===== config.mk =====
export PLATFORM = sky130hd
export DESIGN_NAME = ipc_mailbox
export DESIGN_NICKNAME = d
export VERILOG_FILES = /design/src/rtl/mbx_pkg.sv /design/src/rtl/mbx_fifo.sv /design/src/rtl/mbx_port.sv /design/src/rtl/ipc_mailbox.sv
export SDC_FILE = /design/constraint.sdc
export NUM_CORES = 1
export LEC_CHECK = 0
export CAP_MARGIN = 20
export CORE_MARGIN = 10
export CORE_UTILIZATION = 57
export DETAILED_ROUTE_END_ITERATION = 10
export DONT_BUFFER_PORTS = 1
export PLACE_DENSITY = 0.72
export SLEW_MARGIN = 40
export SYNTH_ARGS = -nofsm -noshare
export SYNTH_HDL_FRONTEND = slang
export SYNTH_SLANG_ARGS = --single-unit

===== constraint.sdc =====
create_clock -name clk -period 8.2 [get_ports clk]
set_input_delay 1.23 -clock clk [delete_from_list [all_inputs] [get_ports clk]]
set_output_delay 1.23 -clock clk [all_outputs]
set_load 0.02 [all_outputs]

===== src/rtl/mbx_pkg.sv =====
// Shared constants for the inter-processor mailbox: register offsets and
// the bit positions of the control word. Assumes 4-bit byte offsets.
package mbx_pkg;
    localparam int unsigned ADDR_W = 4;

    localparam logic [ADDR_W-1:0] OFS_CTRL = 4'h4;
    localparam logic [ADDR_W-1:0] OFS_SEND = 4'h8;
    localparam logic [ADDR_W-1:0] OFS_RECV = 4'hC;

    localparam int unsigned B_TX_EMPTY = 0;
    localparam int unsigned B_TX_FULL  = 1;
    localparam int unsigned B_IE_TX    = 2;
    localparam int unsigned B_FLUSH    = 3;
    localparam int unsigned B_RX_EMPTY = 8;
    localparam int unsigned B_RX_FULL  = 9;
    localparam int unsigned B_IE_RX    = 10;
    localparam int unsigned B_ERR      = 14;
    localparam int unsigned B_ENABLE   = 15;

    typedef struct packed {
        logic en;
        logic ie_tx;
        logic ie_rx;
        logic err;
    } ctl_t;
endpackage


===== src/rtl/mbx_fifo.sv =====
// Single-clock word queue. A flush takes priority over a push or pop in the
// same cycle. A push into a full queue and a pop from an empty queue are
// dropped. The head word is shown combinationally on dout.
module mbx_fifo #(
    parameter int unsigned W     = 32,
    parameter int unsigned DEPTH = 16
) (
    input  logic         clk,
    input  logic         rst_n,
    input  logic         push,
    input  logic [W-1:0] din,
    input  logic         pop,
    input  logic         flush,
    output logic [W-1:0] dout,
    output logic         empty,
    output logic         full
);
    localparam int unsigned AW = (DEPTH > 1) ? $clog2(DEPTH) : 1;
    localparam int unsigned CW = $clog2(DEPTH + 1);
    localparam logic [AW-1:0] LAST_IDX = AW'(DEPTH - 1);
    localparam logic [CW-1:0] FULL_CNT = CW'(DEPTH);

    logic [W-1:0]  mem [DEPTH];
    logic [AW-1:0] wr_ptr, rd_ptr;
    logic [CW-1:0] cnt;
    logic          do_push, do_pop;

    assign empty   = (cnt == '0);
    assign full    = (cnt == FULL_CNT);
    assign do_push = push && !full && !flush;
    assign do_pop  = pop && !empty && !flush;
    assign dout    = mem[rd_ptr];

    // Storage write; no reset is needed because cnt guards every read.
    always_ff @(posedge clk) begin
        if (do_push) mem[wr_ptr] <= din;
    end

    // Pointer and occupancy bookkeeping.
    always_ff @(posedge clk) begin
        if (!rst_n || flush) begin
            wr_ptr <= '0;
            rd_ptr <= '0;
            cnt    <= '0;
        end else begin
            if (do_push) wr_ptr <= (wr_ptr == LAST_IDX) ? '0 : wr_ptr + 1'b1;
            if (do_pop)  rd_ptr <= (rd_ptr == LAST_IDX) ? '0 : rd_ptr + 1'b1;
            case ({do_push, do_pop})
                2'b10:   cnt <= cnt + 1'b1;
                2'b01:   cnt <= cnt - 1'b1;
                default: cnt <= cnt;
            endcase
        end
    end

    AST_FIFO_BOUND: assert property (@(posedge clk) disable iff (!rst_n)
        cnt <= FULL_CNT);
    AST_FLUSH_CLEARS: assert property (@(posedge clk) disable iff (!rst_n)
        flush |=> empty);
    AST_FULL_HOLDS: assert property (@(posedge clk) disable iff (!rst_n)
        (full && push && !pop && !flush) |=> full);
endmodule


===== src/rtl/mbx_port.sv =====
// Register port of one mailbox side. It decodes control, send and receive
// accesses, keeps the control fields and the sticky error flag, and drives
// push, pop and flush into the two queues. It also raises the edge-style
// interrupt. Assumes at most one access per cycle.
module mbx_port
    import mbx_pkg::*;
#(
    parameter int unsigned DATA_W = 32
) (
    input  logic              clk,
    input  logic              rst_n,
    input  logic              wr,
    input  logic              rd,
    input  logic [ADDR_W-1:0] addr,
    input  logic [DATA_W-1:0] wdata,
    output logic [DATA_W-1:0] rdata,
    output logic              irq,
    output logic              tx_push,
    output logic [DATA_W-1:0] tx_data,
    output logic              tx_flush,
    input  logic              tx_empty,
    input  logic              tx_full,
    output logic              rx_pop,
    input  logic [DATA_W-1:0] rx_data,
    input  logic              rx_empty,
    input  logic              rx_full
);
    ctl_t              ctl;
    logic [DATA_W-1:0] last_q;
    logic              prev_tx_empty, prev_rx_empty;
    logic              wr_ctrl, wr_send, rd_recv, err_set, err_ack;
    logic              irq_tx_evt, irq_rx_evt;
    logic [DATA_W-1:0] ctrl_word;

    // Access decode and queue strobes.
    assign wr_ctrl  = wr && (addr == OFS_CTRL);
    assign wr_send  = wr && (addr == OFS_SEND);
    assign rd_recv  = rd && (addr == OFS_RECV);
    assign tx_push  = wr_send && ctl.en && !tx_full;
    assign tx_data  = wdata;
    assign tx_flush = wr_ctrl && wdata[B_FLUSH];
    assign rx_pop   = rd_recv && ctl.en && !rx_empty;
    assign err_set  = ctl.en && ((wr_send && tx_full) || (rd_recv && rx_empty));
    assign err_ack  = wr_ctrl && wdata[B_ERR];

    // Control fields: enables follow control writes, error is sticky.
    always_ff @(posedge clk) begin
        if (!rst_n) begin
            ctl <= '0;
        end else begin
            if (wr_ctrl) begin
                ctl.en    <= wdata[B_ENABLE];
                ctl.ie_tx <= wdata[B_IE_TX];
                ctl.ie_rx <= wdata[B_IE_RX];
            end
            if (err_set)      ctl.err <= 1'b1;
            else if (err_ack) ctl.err <= 1'b0;
        end
    end

    // Last word taken, returned when the receive queue is read empty.
    always_ff @(posedge clk) begin
        if (!rst_n)      last_q <= '0;
        else if (rx_pop) last_q <= rx_data;
    end

    // Previous-cycle emptiness for edge detection; both queues start empty.
    always_ff @(posedge clk) begin
        if (!rst_n) begin
            prev_tx_empty <= 1'b1;
            prev_rx_empty <= 1'b1;
        end else begin
            prev_tx_empty <= tx_empty;
            prev_rx_empty <= rx_empty;
        end
    end

    // Interrupt events from emptiness edges.
    assign irq_tx_evt = ctl.ie_tx && tx_empty && !prev_tx_empty;
    assign irq_rx_evt = ctl.ie_rx && !rx_empty && prev_rx_empty;
    assign irq        = irq_tx_evt || irq_rx_evt;

    // Control word assembly.
    always_comb begin
        ctrl_word             = '0;
        ctrl_word[B_TX_EMPTY] = tx_empty;
        ctrl_word[B_TX_FULL]  = tx_full;
        ctrl_word[B_IE_TX]    = ctl.ie_tx;
        ctrl_word[B_RX_EMPTY] = rx_empty;
        ctrl_word[B_RX_FULL]  = rx_full;
        ctrl_word[B_IE_RX]    = ctl.ie_rx;
        ctrl_word[B_ERR]      = ctl.err;
        ctrl_word[B_ENABLE]   = ctl.en;
    end

    // Read data mux.
    always_comb begin
        case (addr)
            OFS_CTRL: rdata = ctrl_word;
            OFS_RECV: rdata = rx_empty ? last_q : rx_data;
            default:  rdata = '0;
        endcase
    end

    AST_DISABLED_QUIET: assert property (@(posedge clk) disable iff (!rst_n)
        !ctl.en |-> (!tx_push && !rx_pop));
    AST_ERR_STICKY: assert property (@(posedge clk) disable iff (!rst_n)
        (ctl.err && !err_ack) |=> ctl.err);
    AST_NO_PUSH_FULL: assert property (@(posedge clk) disable iff (!rst_n)
        tx_full |-> !tx_push);
    AST_TX_IRQ_PULSE: assert property (@(posedge clk) disable iff (!rst_n)
        irq_tx_evt |=> !irq_tx_evt);
    AST_RX_IRQ_PULSE: assert property (@(posedge clk) disable iff (!rst_n)
        irq_rx_evt |=> !irq_rx_evt);
endmodule


===== src/rtl/ipc_mailbox.sv =====
// Two-sided mailbox top. Queue g carries words sent by side g and is read as
// the receive queue of side 1-g. Single clock domain, no bus bridging.
module ipc_mailbox
    import mbx_pkg::*;
#(
    parameter int unsigned DATA_W = 32,
    parameter int unsigned DEPTH  = 16
) (
    input  logic              clk,
    input  logic              rst_n,
    input  logic              a_wr,
    input  logic              a_rd,
    input  logic [3:0]        a_addr,
    input  logic [DATA_W-1:0] a_wdata,
    output logic [DATA_W-1:0] a_rdata,
    output logic              a_irq,
    input  logic              b_wr,
    input  logic              b_rd,
    input  logic [3:0]        b_addr,
    input  logic [DATA_W-1:0] b_wdata,
    output logic [DATA_W-1:0] b_rdata,
    output logic              b_irq
);
    localparam int unsigned SIDES = 2;

    logic              s_wr   [SIDES];
    logic              s_rd   [SIDES];
    logic [3:0]        s_addr [SIDES];
    logic [DATA_W-1:0] s_wdata[SIDES];
    logic [DATA_W-1:0] s_rdata[SIDES];
    logic              s_irq  [SIDES];
    logic              q_push [SIDES];
    logic              q_pop  [SIDES];
    logic              q_flush[SIDES];
    logic [DATA_W-1:0] q_din  [SIDES];
    logic [DATA_W-1:0] q_dout [SIDES];
    logic              q_empty[SIDES];
    logic              q_full [SIDES];

    // Map the flat side ports onto indexed arrays.
    assign s_wr[0] = a_wr;       assign s_wr[1] = b_wr;
    assign s_rd[0] = a_rd;       assign s_rd[1] = b_rd;
    assign s_addr[0] = a_addr;   assign s_addr[1] = b_addr;
    assign s_wdata[0] = a_wdata; assign s_wdata[1] = b_wdata;
    assign a_rdata = s_rdata[0]; assign b_rdata = s_rdata[1];
    assign a_irq = s_irq[0];     assign b_irq = s_irq[1];

    for (genvar g = 0; g < SIDES; g++) begin : g_side
        mbx_fifo #(.W(DATA_W), .DEPTH(DEPTH)) u_q (
            .clk   (clk),
            .rst_n (rst_n),
            .push  (q_push[g]),
            .din   (q_din[g]),
            .pop   (q_pop[g]),
            .flush (q_flush[g]),
            .dout  (q_dout[g]),
            .empty (q_empty[g]),
            .full  (q_full[g])
        );

        mbx_port #(.DATA_W(DATA_W)) u_port (
            .clk      (clk),
            .rst_n    (rst_n),
            .wr       (s_wr[g]),
            .rd       (s_rd[g]),
            .addr     (s_addr[g]),
            .wdata    (s_wdata[g]),
            .rdata    (s_rdata[g]),
            .irq      (s_irq[g]),
            .tx_push  (q_push[g]),
            .tx_data  (q_din[g]),
            .tx_flush (q_flush[g]),
            .tx_empty (q_empty[g]),
            .tx_full  (q_full[g]),
            .rx_pop   (q_pop[SIDES-1-g]),
            .rx_data  (q_dout[SIDES-1-g]),
            .rx_empty (q_empty[SIDES-1-g]),
            .rx_full  (q_full[SIDES-1-g])
        );
    end
endmodule


Word level (Yosys, flattened, before mapping)

Memories as Yosys holds them, arrays and structs flattened. A register that Yosys moved wholly into a read port is not among the register bits.
Index checks and enable logic that the tools add are counted.

Add/sub/neg operators: 8
Equal/unequal tests: 16
Multiplexer cells: 22
Reduce and logical (&&, ||, !) cells: 61

Operators with widths:

| kind                | number |
|---|---|
| $pmux 32 s2         | 2 |
| $mux 32             | 2 |
| $logic_and 1x1->1   | 40 |
| $eq 4x4->1 const B  | 8 |
| $mux 4              | 8 |
| $pmux 5 s2          | 2 |
| $add 4x1->4 const B | 4 |
| $add 5x1->5 const B | 2 |
| $eq 5x5->1 const B  | 2 |
| $logic_not 5->1     | 2 |
| $sub 5x1->5 const B | 2 |
| $logic_not 1->1     | 9 |
| $eq 4x3->1 const B  | 2 |
| $mux 1              | 8 |
| $reduce_bool 2->1   | 4 |
| $logic_or 1x1->1    | 6 |
| $eq 2x1->1 const B  | 2 |
| $eq 2x2->1 const B  | 2 |

Register bits: 100
Memory bits (writable): 1024
Input port bits: 78
Output and inout bits: 66
Word-level logic and storage cells: 127
Memories kept: 2

Memories:

| name              | depth | bits a word | read ports | clocked after Yosys merged registers in | write ports | RTL line       | RTL |
|---|---|---|---|---|---|---|---|
| g_side[0].u_q.mem | 16    | 32          | 1          | 1                                       | 1           | mbx_fifo.sv:23 | `logic [W-1:0] mem [DEPTH];` |
| g_side[1].u_q.mem | 16    | 32          | 1          | 1                                       | 1           | mbx_fifo.sv:23 |  |

Depth between registers and ports, before layout

Depth in word-level cells: 8
Mapped depth: 13
Depth with buffers taken out: 12

Hierarchy

Synthesis repeated with hierarchy kept, for this count alone.

Cells, all modules: 2396
Area total of the unflattened synthesis: 45073.2 µm²

By module, submodules not included:

| module                    | times used | cells each | area an instance (µm²) | sequential area each (µm²) |
|---|---|---|---|---|
| mbx_fifo at g_side[0].u_q | 1          | 909        | 20201.9                | 15715.1 |
| mbx_fifo at g_side[1].u_q | 1          | 909        | 20184.4                | 15715.1 |
| mbx_port                  | 2          | 289        | 2343.5                 | 760.7 |

Worst setup path after synthesis

Ideal clock, no wire load.

Path kind: input to register
From: in b_addr[3]
To: mem g_side[1].u_q.mem[0][0] (enable)
Data arrival time: 5210 ps
Setup slack: 2489 ps
Cell stages on the path: 5
Buffers on the path: 1
Cells stage by stage: clkbuf_1 > nand4b_1 > a211oi_1 > inv_1 > nor4_1

Word-level cells in the longest chain between the ends: 8
Elaborated cells between the ends (all ways): 12
Classes of those cells: eq/ne: 2; mux: 2; reduce/logical: 8

Ends and longest elaborated chain:

| item                           | RTL line          | RTL |
|---|---|---|
| start: declaration             | ipc_mailbox.sv:19 | `input logic [3:0] b_addr,` |
| $eq 4x4->1                     | mbx_port.sv:37    | `assign wr_send = wr && (addr == OFS_SEND);` |
| $logic_and 1x1->1              | mbx_port.sv:37    |  |
| $logic_and 1x1->1 (2 in a row) | mbx_port.sv:39    | `assign tx_push = wr_send && ctl.en && !tx_full;` |
| $logic_and 1x1->1              | mbx_fifo.sv:30    | `assign do_push = push && !full && !flush;` |
| $logic_and 1x1->1 *            | mbx_fifo.sv:30    |  |
| $mux 1 *                       | mbx_fifo.sv:36    | `if (do_push) mem[wr_ptr] <= din;` |
| $mux 1 (not written as such) * | mbx_fifo.sv:36    |  |
| end: declaration               | mbx_fifo.sv:23    |  |

Mark *: on every way between the ends. The rest lies on a longest branch, timed or not.

==> results.json <==
{
  "status": "finished clean",
  "r2r-end": "g_side[1].u_q.cnt[4]",
  "num_vias": 21800,
  "setup_tns_ps": 0,
  "register_area_mm2": 0.0329,
  "final_nets": 2282,
  "drv_cap": 0,
  "rsz0062_at_grt": "no",
  "post_drt_wl_per_cell_um": 31.1,
  "portBuffers": 0,
  "cts_root_buffer": "clkbuf_16",
  "post-route-period-util": 0.595,
  "reg2reg_depth": 12,
  "yosysSeqAreaShare": 0.759,
  "multiInputGateArea_mm2": 0.0101,
  "syn_to_final_growth_pct": 12.2,
  "drt_first_pass_iters": 6,
  "worstMarginPinSlew_ps": 871,
  "r2r_slack_ps": 4570,
  "gp_congestion": 0.794,
  "dieArea_mm2": 0.0875,
  "cts_hold_buf": 0,
  "vdd_ir_drop_max_v": 0.000232,
  "tritoncts": "done",
  "p_int_w": 0.00928,
  "arrival_ps": 3650,
  "cts_buffers": 108,
  "die_y_um": 296,
  "startpoint_type": "flip-flop",
  "final_cell_mix": "edfxtp_1 (1024), mux4_2 (256), a22oi_1 (116), a22o_1 (112), clkbuf_16 (109)",
  "cp_max_fo": 35,
  "start_util": 0.573,
  "cts.reportedPaths.clkPinSlew_ps": 70,
  "min_to": "g_side[0].u_port.last_q[2]",
  "dp_hpwl_mm": 56.0,
  "crit_type": "flip-flop to output port",
  "cts.sinks": 1132,
  "max_freq_mhz": 205,
  "synth.net_count": 2229,
  "grt-ovfl-total": 0,
  "clock_power_share": 0.446,
  "clock_skew_ps": 24.1,
  "mostFrequentLayoutCell": "edfxtp_1",
  "min-delay-start": "g_side[0].u_port.last_q[2]",
  "cts_resized": 0,
  "p_leak_nw": 15.1,
  "highest_layer": "met5",
  "ys_warn_count": 0,
  "first_iter_violations": 2279,
  "grtUsageTotal": 0.233,
  "drcViolationCount": 0,
  "crit_required_ps": 6970,
  "syn-cell-area_mm2": 0.0434,
  "syn_area_per_cell_um2": 20.3,
  "fillCellCount": 4948,
  "ys_ff_latch": 1132,
  "synthFlopType": "edfxtp_1",
  "rows": 101,
  "synth_edf_count": 1024,
  "drive_above_1_share": 0.244,
  "clk_latency_ps": 670,
  "relSlewSlack": 0.416,
  "grt_pass1_vias": 22600,
  "pin_count": 144,
  "synth_cell_types": 58,
  "grt_max_degree": 72,
  "async_flop_share": 0,
  "finalHoldViolCount": 0,
  "cts_setup_buffers": 0,
  "finalMaxSlewViolations": 0,
  "synth_cells": 2133,
  "setup_viol": 0,
  "hold_path_class": "flip-flop to flip-flop",
  "finalCriticalPeriod_ps": 4880,
  "cts_max_level": 3,
  "routed_wl_mm": 101,
  "dieWidth_um": 296,
  "detail-route-antenna-nets": 0,
  "pwr-share-seq": 0.551,
  "viasPerCell": 6.68,
  "grt_pass1_wl_mm": 149,
  "wl_met3_mm": 11.3,
  "rr_startpoint": "g_side[1].u_q.cnt[1]",
  "cts.path.max_buffers": 3,
  "antenna_found_initial": 1,
  "power.switching_w": 0.00212,
  "p_total_w": 0.0114,
  "swShare": 0.186,
  "worstHoldPathCells": 2,
  "crit_path_end_kind": "output port",
  "p_per_area_mw_per_mm2": 234,
  "combPwrFrac": 0.003,
  "finalHoldWorstSlack_ps": 462,
  "wl_met1_mm": 36.9,
  "wl_met2_mm": 49.6,
  "core_area_mm2": 0.0757
}
[metrics by stage]
stage	util	worst slack, ps	instances	cell area, um^2
after floorplan	-	2490	2133	43400
after global placement	0.591	3560	3045	44800
after detailed placement	0.594	3680	3054	45000
after CTS	0.643	3330	3255	48600
after global routing	0.643	3240	3255	48700
final	0.643	3320	3256	48700
[layout make-up]
type                    count  share of cell area
diodes                      1           0.0000514
repair buffers             69              0.0140
clock buffers             140              0.0599
inverters                  21             0.00162
multi-input cells         854               0.207
clock inverters            61              0.0152
well taps                 978              0.0251
flip-flops and latches   1132               0.677
[power groups by stage]
stage	Sequential (W)	Combinational (W)	Clock [W]
4_1_cts	0.00628	0.0000283	0.00515
6_report	0.00628	0.0000287	0.00509
2_1_floorplan	0.00641	0.0000184	0
5_1_grt	0.00628	0.0000301	0.00538
3_3_place_gp	0.00640	0.0000238	0
3_5_place_dp	0.00640	0.0000283	0
[state kept, by name (all words and copies together), names as in the netlist, named ones only]
register / cells
g_side.u_port.prev_rx_empty: 1
g_side.u_q.wr_ptr: 8
g_side.u_q.cnt: 10
g_side.u_port.last_q: 64
g_side.u_q.rd_ptr: 8
g_side.u_q.mem: 1024
g_side.u_port.ctl: 8
g_side.u_port.prev_tx_empty: 1
[logic make-up after synthesis]
logic type      synth area share
compound gates            0.0588
xor+xnor                 0.00263
simple gates              0.0263
mux                        0.134
flops                      0.759
buf+inv                   0.0143
fa+ha+maj                0.00519
[synthesized netlist by cell type (all sizes together) (5+ instances only)]
cell type / instances / area, um^2
a221oi: 12 / 105
mux4: 256 / 5770
inv: 21 / 78.8
a22oi: 116 / 871
and3: 7 / 43.8
buf: 54 / 272
or3: 6 / 37.5
nand3: 18 / 90.1
nor4: 6 / 67.6
edfxtp: 1024 / 30700
a21oi: 21 / 105
nor3: 7 / 35.0
xor2: 9 / 78.8
nor2b: 11 / 68.8
ha: 18 / 225
o21ai: 27 / 135
a211oi: 5 / 60.1
o31ai: 7 / 52.6
dfxtp: 108 / 2160
nand2b: 8 / 50.1
nor2: 47 / 181
clkbuf: 72 / 270
nand2: 100 / 380
a22o: 112 / 981
and2: 9 / 56.3
[per-layer routing]
metal	track usage	vias up
met5	0	-
met4	0.0770	2
met3	0.0766	219
met2	0.379	1147
met1	0.295	11400
li1	-	9019
[critical path, cell delays in order (launching register included)]
cell and delay (ps):
dfxtp_4 660, buf_12 290, buf_4 490, mux4_2 390, a22o_1 240, a221oi_1 490
o21ai_1 380
[worst max path at each step]
stage                                    endpoint      start
after floorplan           g_side[1].u_q.mem[0][0]  b_addr[3]
after global placement       g_side[1].u_q.cnt[4]  b_addr[1]
after detailed placement              b_rdata[22]  b_addr[1]
after CTS                              a_rdata[1]  flip-flop
after global routing                   a_rdata[0]  flip-flop
final                                  a_rdata[1]  flip-flop
Note: power is estimated with default switching activity, not from simulation.
